--- config.mk ---
export PLATFORM = sky130hd
export DESIGN_NAME = lfsr_seq_crc
export DESIGN_NICKNAME = d
export VERILOG_FILES = /design/src/rtl/lfsr_pkg.sv /design/src/rtl/lfsr_poly_reg.sv /design/src/rtl/lfsr_slice.sv /design/src/rtl/lfsr_seq_crc.sv
export SDC_FILE = /design/constraint.sdc
export NUM_CORES = 1
export LEC_CHECK = 0
export ABC_AREA = 1
export BUFFER_PORTS_ARGS = -buffer_cell sky130_fd_sc_hd__buf_2
export CORE_MARGIN = 5
export CORE_UTILIZATION = 52
export DETAILED_ROUTE_END_ITERATION = 8
export PLACE_DENSITY_LB_ADDON = 0.3
export SETUP_SLACK_MARGIN = 0.05
export SLEW_MARGIN = 40
export SYNTH_ARGS = -nofsm -noshare
export SYNTH_HDL_FRONTEND = slang
export SYNTH_SLANG_ARGS = --single-unit
--- constraint.sdc ---
create_clock -name clk -period 1.6 [get_ports clk]
set_input_delay 0.08 -clock clk [delete_from_list [all_inputs] [get_ports clk]]
set_output_delay 0.08 -clock clk [all_outputs]
set_load 0.005 [all_outputs]
--- src/rtl/lfsr_pkg.sv ---
package lfsr_pkg;
  typedef enum logic {
    MODE_PRS = 1'b0,
    MODE_CRC = 1'b1
  } lfsr_mode_e;
endpackage

--- src/rtl/lfsr_poly_reg.sv ---
module lfsr_poly_reg #(
  parameter int W = 16
) (
  input  logic         clk,
  input  logic         rst,
  input  logic         wr,
  input  logic [W-1:0] wdata,
  output logic [W-1:0] poly_q
);
  always_ff @(posedge clk) begin
    if (rst)     poly_q <= '0;
    else if (wr) poly_q <= wdata;
  end
endmodule

--- src/rtl/lfsr_slice.sv ---
module lfsr_slice
  import lfsr_pkg::*;
#(
  parameter int SW = 8
) (
  input  logic          clk,
  input  logic          rst,
  input  logic          step,
  input  logic          load,
  input  lfsr_mode_e    mode,
  input  logic [SW-1:0] seed,
  input  logic [SW-1:0] poly,
  input  logic          carry_in,
  input  logic          crc_fb,
  output logic [SW-1:0] state_q,
  output logic          tap_par,
  output logic          top_bit
);
  logic [SW-1:0] shifted;

  assign shifted = {state_q[SW-2:0], carry_in};
  assign tap_par = ^(state_q & poly);
  assign top_bit = state_q[SW-1];

  always_ff @(posedge clk) begin
    if (rst) begin
      state_q <= '0;
    end else if (load) begin
      state_q <= seed;
    end else if (step) begin
      if (mode == MODE_CRC) state_q <= shifted ^ (crc_fb ? poly : '0);
      else                  state_q <= shifted;
    end
  end
endmodule

--- src/rtl/lfsr_seq_crc.sv ---
module lfsr_seq_crc
  import lfsr_pkg::*;
#(
  parameter int SLICE_W    = 8,
  parameter int NUM_SLICES = 2,
  localparam int W         = SLICE_W * NUM_SLICES
) (
  input  logic         clk,
  input  logic         rst,
  input  logic         enable,
  input  logic         clk_en,
  input  logic         mode_sel,
  input  logic         ser_din,
  input  logic         poly_wr,
  input  logic [W-1:0] poly_wdata,
  input  logic         seed_wr,
  input  logic [W-1:0] seed_wdata,
  output logic [W-1:0] result,
  output logic         ser_out
);
  lfsr_mode_e            mode_e;
  logic                  step;
  logic                  crc_fb;
  logic                  full_par;
  logic [W-1:0]          poly_q;
  logic [W-1:0]          state;
  logic [NUM_SLICES-1:0] slice_par;
  logic [NUM_SLICES-1:0] slice_top;
  logic [NUM_SLICES-1:0] carry;

  assign mode_e   = lfsr_mode_e'(mode_sel);
  assign step     = enable & clk_en;
  assign crc_fb   = state[W-1] ^ ser_din;
  assign full_par = ^slice_par;

  lfsr_poly_reg #(.W(W)) u_poly (
    .clk    (clk),
    .rst    (rst),
    .wr     (poly_wr),
    .wdata  (poly_wdata),
    .poly_q (poly_q)
  );

  for (genvar i = 0; i < NUM_SLICES; i++) begin : g_slice
    if (i == 0) begin : g_first
      assign carry[i] = (mode_e == MODE_PRS) ? full_par : 1'b0;
    end else begin : g_chain
      assign carry[i] = slice_top[i-1];
    end

    lfsr_slice #(.SW(SLICE_W)) u_slice (
      .clk      (clk),
      .rst      (rst),
      .step     (step),
      .load     (seed_wr),
      .mode     (mode_e),
      .seed     (seed_wdata[i*SLICE_W +: SLICE_W]),
      .poly     (poly_q[i*SLICE_W +: SLICE_W]),
      .carry_in (carry[i]),
      .crc_fb   (crc_fb),
      .state_q  (state[i*SLICE_W +: SLICE_W]),
      .tap_par  (slice_par[i]),
      .top_bit  (slice_top[i])
    );
  end

  assign result  = state;
  assign ser_out = state[W-1];
endmodule

==> run metrics, run 1 <==
Yosys cell types=25; worst setup path end=g_slice[1].u_slice.state_q[1]; Avg Inst Size Synth=6.10 sq um; Wirelength per Cell=11.7 um; final hold vios=0; Via density=5.09; Leakage=1.20 nW; n_diodes=0; pre-CTS setup slack=206 ps; Slew Limit Fails=0; Placed Area=0.00228 sq mm; final WL=5020 um; crit-path cells=or2_4, nand3_4, inv_4, nand2_1, xnor2_1, nand2_1, a31oi_1; latest clock arrival within the worst-skew pair=290 ps; P per Cell Area=785 mW/mm^2; Die Area=0.00510 sq mm; Total GRT Usage=20.1%; hold_ws=32.2 ps; min-delay worst type=primary input to register; synthesized flop and latch total=32; row cnt=22; Setup violations, final=0; critical path type=register to register; H-tree depth=2; CP Depth=7; CTS tree=done; reg2reg start=g_slice[1].u_slice.state_q[7]; die span in y=71.4 um; Design Power=1.86 mW; Top Family by Delay on Critical Path=flip-flops; crit-path max FO=24; share of layout cells above drive strength 1=22.6%; synthesis-to-layout area growth=20.8%; Peak Freq=0.699 GHz; overflow left after global routing=0; Top cell by count, worst path=nand2_1; HPWL Detailed=3740 um; outcome=complete, no violations; Setup TNS=0 ps; Initial Util=53.6%; Final Non-Filler Cells=428; IO Pins=57; Syn Inst Count=322; post-CTS setup buffer count=0; CTS buffer count=5; Peak VDD IR=0.000430 V; clock slew seen by the registers of the worst setup and hold paths=60 ps; final worst slack=170 ps; max_slew headroom=60.1%; Placed Cells=420; # fillers=355; port buffer count=56; Worst R2R Path Depth=7; worst-margin pin slew=598 ps; Post-CTS Hold Fix Bufs=0; Max Cap Viol=0; slowest cell on the critical path=dfxtp_1; vias in the first global route=1,954; core area=0.00366 sq mm; post-CTS sizing=0; CTS max path bufs=2; worst min-delay path startpoint=poly_wdata[0]; chip width=71.4 um; synth warn=0; Seq/Total Area, Yosys=32.6%; via count=2,180; largest net degree at the start of global routing=33; fin nets=419; Synth Cell Area=0.00196 sq mm; 1st-iter DRT viols=89; period utilization=89.4%; worst path bufs/invs=1; r2r endpoint=g_slice[1].u_slice.state_q[1]; post-route antenna net violation count=0; Crit. End Element=register; FF-to-FF setup slack=170 ps; CP startpoint=g_slice[1].u_slice.state_q[7]; initial antenna violation count=0; RePlAce Congestion=0.761; clk_skew=1.01 ps; design area=0.00237 sq mm; Final Critical Period=1430 ps; slowest stage delay, CP=420 ps; Residual DRC=0; RSZ-0062 raised after global routing=no; critical path startpoint category=register; Clock Sinks=32; root buf cell=clkbuf_8; final core occ=64.8%; required time of the critical path=1810 ps; Worst Path Arrival=1640 ps; net count after synthesis=362; first-pass GRT wire length=8260 um; drt pass-1 iters=4
==> area by class of cell <==
| class | instances | area (sq um) | area share [%] |
|---|---|---|---|
| well taps | 48 | 60.1 | 2.53 |
| repair buffers | 63 | 333 | 14.0 |
| flip-flops and latches | 32 | 641 | 27.0 |
| multi-input cells | 251 | 1150 | 48.4 |
| inverters | 26 | 100 | 4.22 |
| clock buffers | 8 | 90.1 | 3.80 |
==> cell usage after synthesis <==
master | count | area share (%)
nor2_1 | 3 | 0.57
nand3_4 | 1 | 0.89
or2_4 | 1 | 0.45
a21boi_0 | 1 | 0.38
inv_2 | 4 | 0.76
nand2_2 | 8 | 2.5
inv_4 | 1 | 0.32
dfxtp_1 | 32 | 33
clkbuf_1 | 6 | 1.1
o21ai_0 | 1 | 0.25
a21oi_2 | 1 | 0.45
a211oi_1 | 3 | 1.1
nand3_1 | 18 | 4.6
nand2_1 | 163 | 31
clkinv_1 | 3 | 0.57
nand3b_1 | 8 | 3.1
a21oi_1 | 21 | 5.4
o21bai_1 | 3 | 1.1
buf_6 | 2 | 1.1
nor2_2 | 1 | 0.32
buf_2 | 3 | 0.76
xnor2_1 | 3 | 1.3
a31oi_1 | 15 | 4.8
inv_1 | 18 | 3.4
buf_4 | 2 | 0.76
==> tightest hold or removal path, stage by stage <==
cell     delay, ps
buf_2           90
nand2_1         40
a21oi_1         50
==> where the power goes <==
| part | internal (mW) | switching (mW) |
|---|---|---|
| logic | 0.141 | 0.175 |
| registers | 0.845 | 0.0527 |
| clock network | 0.351 | 0.296 |
| total | 1.34 | 0.524 |
==> layout by cell type (no fill, tap or decap) <==
| cell | n |
|---|---|
| buf_4 | 7 |
| nor2_2 | 1 |
| inv_4 | 1 |
| nand2_1 | 163 |
| a31oi_1 | 15 |
| nand3b_1 | 8 |
| a211oi_1 | 3 |
| o21ai_0 | 1 |
| nand3_4 | 1 |
| clkbuf_8 | 6 |
| nor2_1 | 3 |
| buf_2 | 56 |
| a21oi_2 | 1 |
| a21boi_0 | 1 |
| or2_4 | 1 |
| clkbuf_1 | 2 |
| o21bai_1 | 3 |
| a21oi_1 | 21 |
| dfxtp_1 | 32 |
| clkinv_1 | 3 |
| inv_2 | 4 |
| nand2_2 | 8 |
| xnor2_1 | 3 |
| nand3_1 | 18 |
| inv_1 | 18 |
==> kinds of logic after synthesis <==
kind of cell,synth area share (%)
AOI/OAI and AO/OA,13.5
xor gates and xnor gates,1.34
DFF,32.6
and+or+nand+nor,43.6
buffers and inverters,8.92
==> sequential cells by signal (all words and copies together), names as in the netlist <==
| signal | flops |
|---|---|
| g_slice.u_slice.state_q | 16 |
| u_poly.poly_q | 16 |
==> how the worst min path moves through the flow <==
stage | end | slack [ps] | cells after the start
finish | u_poly.poly_q[0] | 30 | 3
global route | u_poly.poly_q[10] | 30 | 3
CTS | u_poly.poly_q[0] | 20 | 3
detailed placement | u_poly.poly_q[0] | 330 | 3
global placement | u_poly.poly_q[0] | 330 | 3
floorplan | u_poly.poly_q[13] | 160 | 1
==> metal layers <==
| metal | vias up | part of all wire, % | global-route usage, % |
|---|---|---|---|
| li1 | 1136 | - | - |
| met5 | - | 0 | 0 |
| met2 | 71 | 46 | 33.0 |
| met3 | 8 | 7.8 | 5.75 |
| met4 | 0 | 1.4 | 7.93 |
| met1 | 965 | 45 | 24.7 |
Power figures use the tool's default switching activity.
==> run 2, diff against run 1 <==
Settings changed: CORE_UTILIZATION 52 to 54, CTS_BUF_LIST set to sky130_fd_sc_hd__clkbuf_8.
==> run metrics, run 2 (same netlist as run 1, synthesis figures left out) <==
outcome=complete, no violations; final WL=5130 um; via count=2,200; Worst Path Arrival=1590 ps; most frequent cells in the layout=nand2_1, buf_2, dfxtp_1; Initial Util=54.9%; Residual DRC=0; row cnt=22; overflow left after global routing=0; Wirelength per Cell=12.0 um; RSZ-0062 raised after global routing=yes; most common cell after layout, fill and taps aside=nand2_1; synthesis-to-layout area growth=20.1%; latest clock arrival within the worst-skew pair=290 ps; Final Critical Period=1390 ps; Setup TNS=0 ps; Die Area=0.00494 sq mm; n_diodes=0; CTS tree=done; max_slew headroom=58.5%; clock slew seen by the registers of the worst setup and hold paths=70 ps; Leakage=1.20 nW; critical path startpoint category=register; final hold vios=0; Total GRT Usage=21.1%; switch share=29.2%; reg2reg start=g_slice[1].u_slice.state_q[7]; Max Cap Viol=0; post-CTS setup buffer count=0; Slew Limit Fails=0; min-delay worst type=primary input to register; Setup violations, final=0; part of the power in registers=49.9%; CTS buffer count=5; # fillers=371; combinational power share=17.7%; root buf cell=clkbuf_8; IO Pins=57; slowest cell on the critical path=dfxtp_1; period utilization=86.9%; Clock Sinks=32; Peak Freq=0.719 GHz; Via density=5.16; initial antenna violation count=0; crit-path max FO=24; chip width=70.3 um; clk_skew=5.64 ps; final worst slack=210 ps; drt pass-1 iters=4; worst-margin pin slew=622 ps; HPWL Detailed=3830 um; share of layout cells above drive strength 1=23.3%; worst path bufs/invs=1; slowest stage delay, CP=410 ps; switching power=0.527 mW; CP startpoint=g_slice[1].u_slice.state_q[7]; fin nets=418; H-tree depth=2; post-route antenna net violation count=0; worst min-delay path startpoint=poly_wdata[10]; 1st-iter DRT viols=101; Pint=1.28 mW; vias in the first global route=1,935; port buffer count=56; core area=0.00358 sq mm; die span in y=70.3 um; required time of the critical path=1800 ps; Peak VDD IR=0.000456 V; first-pass GRT wire length=8580 um; Top cell by count, worst path=nand2_1; critical path type=register to register; pre-CTS setup slack=188 ps; Top Family by Delay on Critical Path=simple AND/OR/NAND/NOR gates; RePlAce Congestion=0.792; P per Cell Area=764 mW/mm^2; Crit. End Element=register; crit-path cells=or2_4, nand3_4, inv_6, nand2_1, xnor2_1, nand2_1, a31oi_1; CTS max path bufs=2; Clk pwr share=32.5%; biggest registers after layout=g_slice.u_slice.state_q (16), u_poly.poly_q (16); largest net degree at the start of global routing=33
## run 2: cell count changes in the layout (fill, tap and decap cells not counted), sizes merged
cell / previous run / this run
clkbuf: 8 / 5
buf: 63 / 62
inv: 23 / 24
clkinv: 3 / 4
## run 2: through the flow
step	hold WS, ps	util (%)	cell area, sq um	total power, mW	std cells
3_5_place_dp	339	63.5	2270	1.23	419
2_1_floorplan	158	-	1960	1.11	322
5_1_grt	40.0	65.9	2360	1.90	426
6_report	37.9	65.9	2360	1.80	426
3_3_place_gp	334	63.5	2270	1.22	419
4_1_cts	36.7	65.7	2350	1.80	426
## run 2: area by class of cell
class | count | area [sq um] | share of cell area [%]
clock buffer | 5 | 68.8 | 2.92
clock inverter | 2 | 8.76 | 0.372
sequential | 32 | 644 | 27.3
tap | 48 | 60.1 | 2.55
multi-input combinational | 251 | 1150 | 48.7
timing repair buffer | 62 | 325 | 13.8
inverter | 26 | 103 | 4.35
## run 2: path summary, 6_finish.rpt
kind	end	slack, ps	cells after the start
worst max-delay path	g_slice[0].u_slice.state_q[6]	210	7
worst min-delay path	u_poly.poly_q[10]	40	3
worst max register to register	g_slice[0].u_slice.state_q[6]	210	7
worst min register to register	u_poly.poly_q[6]	480	2
## run 2: power by group through the flow
stage	Sequential [mW]	Clock, mW	Combinational, mW
floorplan	0.906	0	0.202
global placement	0.912	0	0.307
detailed placement	0.914	0	0.316
CTS	0.897	0.588	0.318
global route	0.907	0.632	0.359
finish	0.899	0.585	0.318
## run 2: worst reg2reg max path, stage by stage, from the launching register on
cell	delay [ps]
dfxtp_1	410
or2_4	170
nand3_4	90
inv_6	170
nand2_1	100
xnor2_1	150
nand2_1	80
a31oi_1	140
## run 2: layer usage
metal	track usage (%)	up-vias	part of all wire, %
met5	0	-	0
met4	5.74	0	1.1
met3	6.47	6	8.4
met2	34.0	79	46
met1	27.1	979	45
li1	-	1136	-
## run 2: what timing repair did
action,in CTS,in global routing
hold buffers,0,0
setup endpoints to repair,0,2
resized for setup,0,4
hold endpoints to repair,0,0
==> run 3, diff against run 2 <==
Settings changed: ABC_AREA 1 to not set, CORE_ASPECT_RATIO set to 0.6, CORE_UTILIZATION 54 to 52.
==> run metrics, run 3 <==
Yosys top cell area share=37.9%; Wirelength per Cell=14.0 um; switching power=0.500 mW; core area=0.00318 sq mm; vias in the first global route=1,412; XOR/XNOR Fraction of Synth Area=16.1%; largest area contributor in the netlist=dfxtp_1; largest net degree at the start of global routing=33; overflow left after global routing=0; Peak VDD IR=0.000537 V; Synth Area in Compound Gates=14.9%; reg2reg start=g_slice[1].u_slice.state_q[0]; RePlAce Congestion=0.805; fin nets=287; Syn Inst Count=193; period utilization=89.7%; final hold vios=0; main combinational cell family by area after synthesis=simple AND/OR/NAND/NOR gates; net count after synthesis=233; top-count cell post-synth=nor2_1; final WL=4080 um; Initial Util=53.1%; Setup TNS=0 ps; Slew Limit Fails=0; Final Critical Period=1440 ps; Max Cap Viol=0; worst-margin pin slew=591 ps; min-delay worst type=primary input to register; row cnt=16; outcome=complete, no violations; n_diodes=0; fraction of registers with async set or reset after synthesis=0%; Avg Inst Size Synth=8.76 sq um; most frequent cells in the layout=buf_2, nor2_1, dfxtp_1; 1st-iter DRT viols=63; P per Cell Area=859 mW/mm^2; Residual DRC=0; multiplexer share of the synthesized area=9.47%; biggest registers after layout=g_slice.u_slice.state_q (16), u_poly.poly_q (16); Post-Synth Simple-Gate Area=16.7%; worst min-delay path startpoint=poly_wdata[9]; Post-synth top cells=nor2_1, dfxtp_1, nand2_1; Synth Cell Area=0.00169 sq mm; clk_skew=3.28 ps; Met2 Wirelength=1770 um; FF/Latch Area=647 sq um; Clk pwr share=32.3%; Top FF cell, synth=dfxtp_1; part of the power in registers=49.9%; wire length on met3=297 um; H-tree depth=2; chip width=83.6 um; crit-path max FO=4; IO Pins=57; via count=1,467; switch share=27.8%; CTS max path bufs=2; Crit. End Element=register; Total GRT Usage=19.2%; share of layout cells above drive strength 1=32.8%; multi-input logic area=981 sq um; Post-synth EDFFs=0; initial antenna violation count=0; Peak Freq=0.697 GHz; combinational power share=17.8%; latest clock arrival within the worst-skew pair=290 ps; max_slew headroom=60.6%; Yosys cell types=19; HPWL Detailed=2920 um; Clock Sinks=32; critical path type=register to register; routed length on met1=1950 um; Seq/Total Area, Yosys=37.9%; CTS buffer count=5; Via density=5.02; root buf cell=clkbuf_8; synthesized flop and latch total=32; Leakage=0.919 nW; RSZ-0062 raised after global routing=no; Pint=1.30 mW; Synth area leaders=dfxtp_1, xor2_1, mux2i_1; port buffer count=56; die span in y=54.2 um; post-route antenna net violation count=0; drt pass-1 iters=4; Worst Path Arrival=1630 ps; synth warn=0; max layer used=met4; critical path startpoint category=register; Die Area=0.00453 sq mm; CTS tree=done; synthesis-to-layout area growth=24.0%; required time of the critical path=1790 ps; Setup violations, final=0; clock slew seen by the registers of the worst setup and hold paths=70 ps; Post-CTS Hold Fix Bufs=0; adder-cell share of the synthesized area=0%; Design Power=1.80 mW; CP startpoint=g_slice[1].u_slice.state_q[0]; most common cell after layout, fill and taps aside=buf_2; first-pass GRT wire length=6650 um; # fillers=269
## run 3: timing repair
action                                  in CTS  in global routing
endpoints found under the hold margin        0                  0
buffers inserted                             0                  0
endpoints found under the setup margin       0                 16
gates resized for setup                      0                  6
## run 3: per-layer routing
metal / global-route usage [%] / vias to the layer above
met5: 0 / -
met4: 8.82 / 0
li1: - / 748
met2: 30.2 / 37
met3: 6.88 / 8
met1: 24.1 / 674
## run 3: final timing paths
path | to | slack (ps) | cells after the start
worst max-delay path | g_slice[0].u_slice.state_q[0] | 160 | 6
worst min register to register | u_poly.poly_q[14] | 530 | 2
worst min-delay path | u_poly.poly_q[9] | 20 | 3
worst max register to register | g_slice[0].u_slice.state_q[0] | 160 | 6
## run 3: power by group through the flow
stage               logic [mW]  registers (mW)  clock network [mW]
floorplan                0.212           0.905                   0
CTS                      0.319           0.897               0.595
global placement         0.312           0.915                   0
detailed placement       0.316           0.915                   0
finish                   0.321           0.899               0.583
global route             0.355           0.906               0.631
## run 3: worst max-delay path, cell delays in order (launching register included)
cell and delay (ps):
dfxtp_1 390, nand2_1 100, xor2_1 170, xnor2_1 190
xnor2_1 170, xnor2_1 110, a211oi_1 200
## run 3: through the flow
stage | setup WS (ps) | cell area [sq um] | std cells | hold slack (ps) | util, %
global placement | 194 | 2000 | 285 | 314 | 62.8
floorplan | 188 | 1690 | 193 | 152 | -
global route | 60.3 | 2100 | 292 | 22.5 | 65.9
detailed placement | 118 | 2000 | 285 | 322 | 62.8
finish | 165 | 2100 | 292 | 24.0 | 65.9
CTS | 91.9 | 2080 | 292 | 20.6 | 65.2
## run 3: cells by family (layout without fill, tap and decap cells)
group | count (synthesis) | in the layout
AND/OR/NAND/NOR | 67 | 67
AO/OA/AOI/OAI | 34 | 34
flip-flops | 32 | 32
XOR/XNOR | 31 | 31
multiplexers | 16 | 16
buffers and inverters | 13 | 67
## run 3: cell type report
type	instances	area share (%)
tap	45	2.68
clock buffer	5	3.28
sequential	32	30.8
clock inverter	2	0.418
timing repair buffer	60	16.0
multi-input combinational	148	46.8
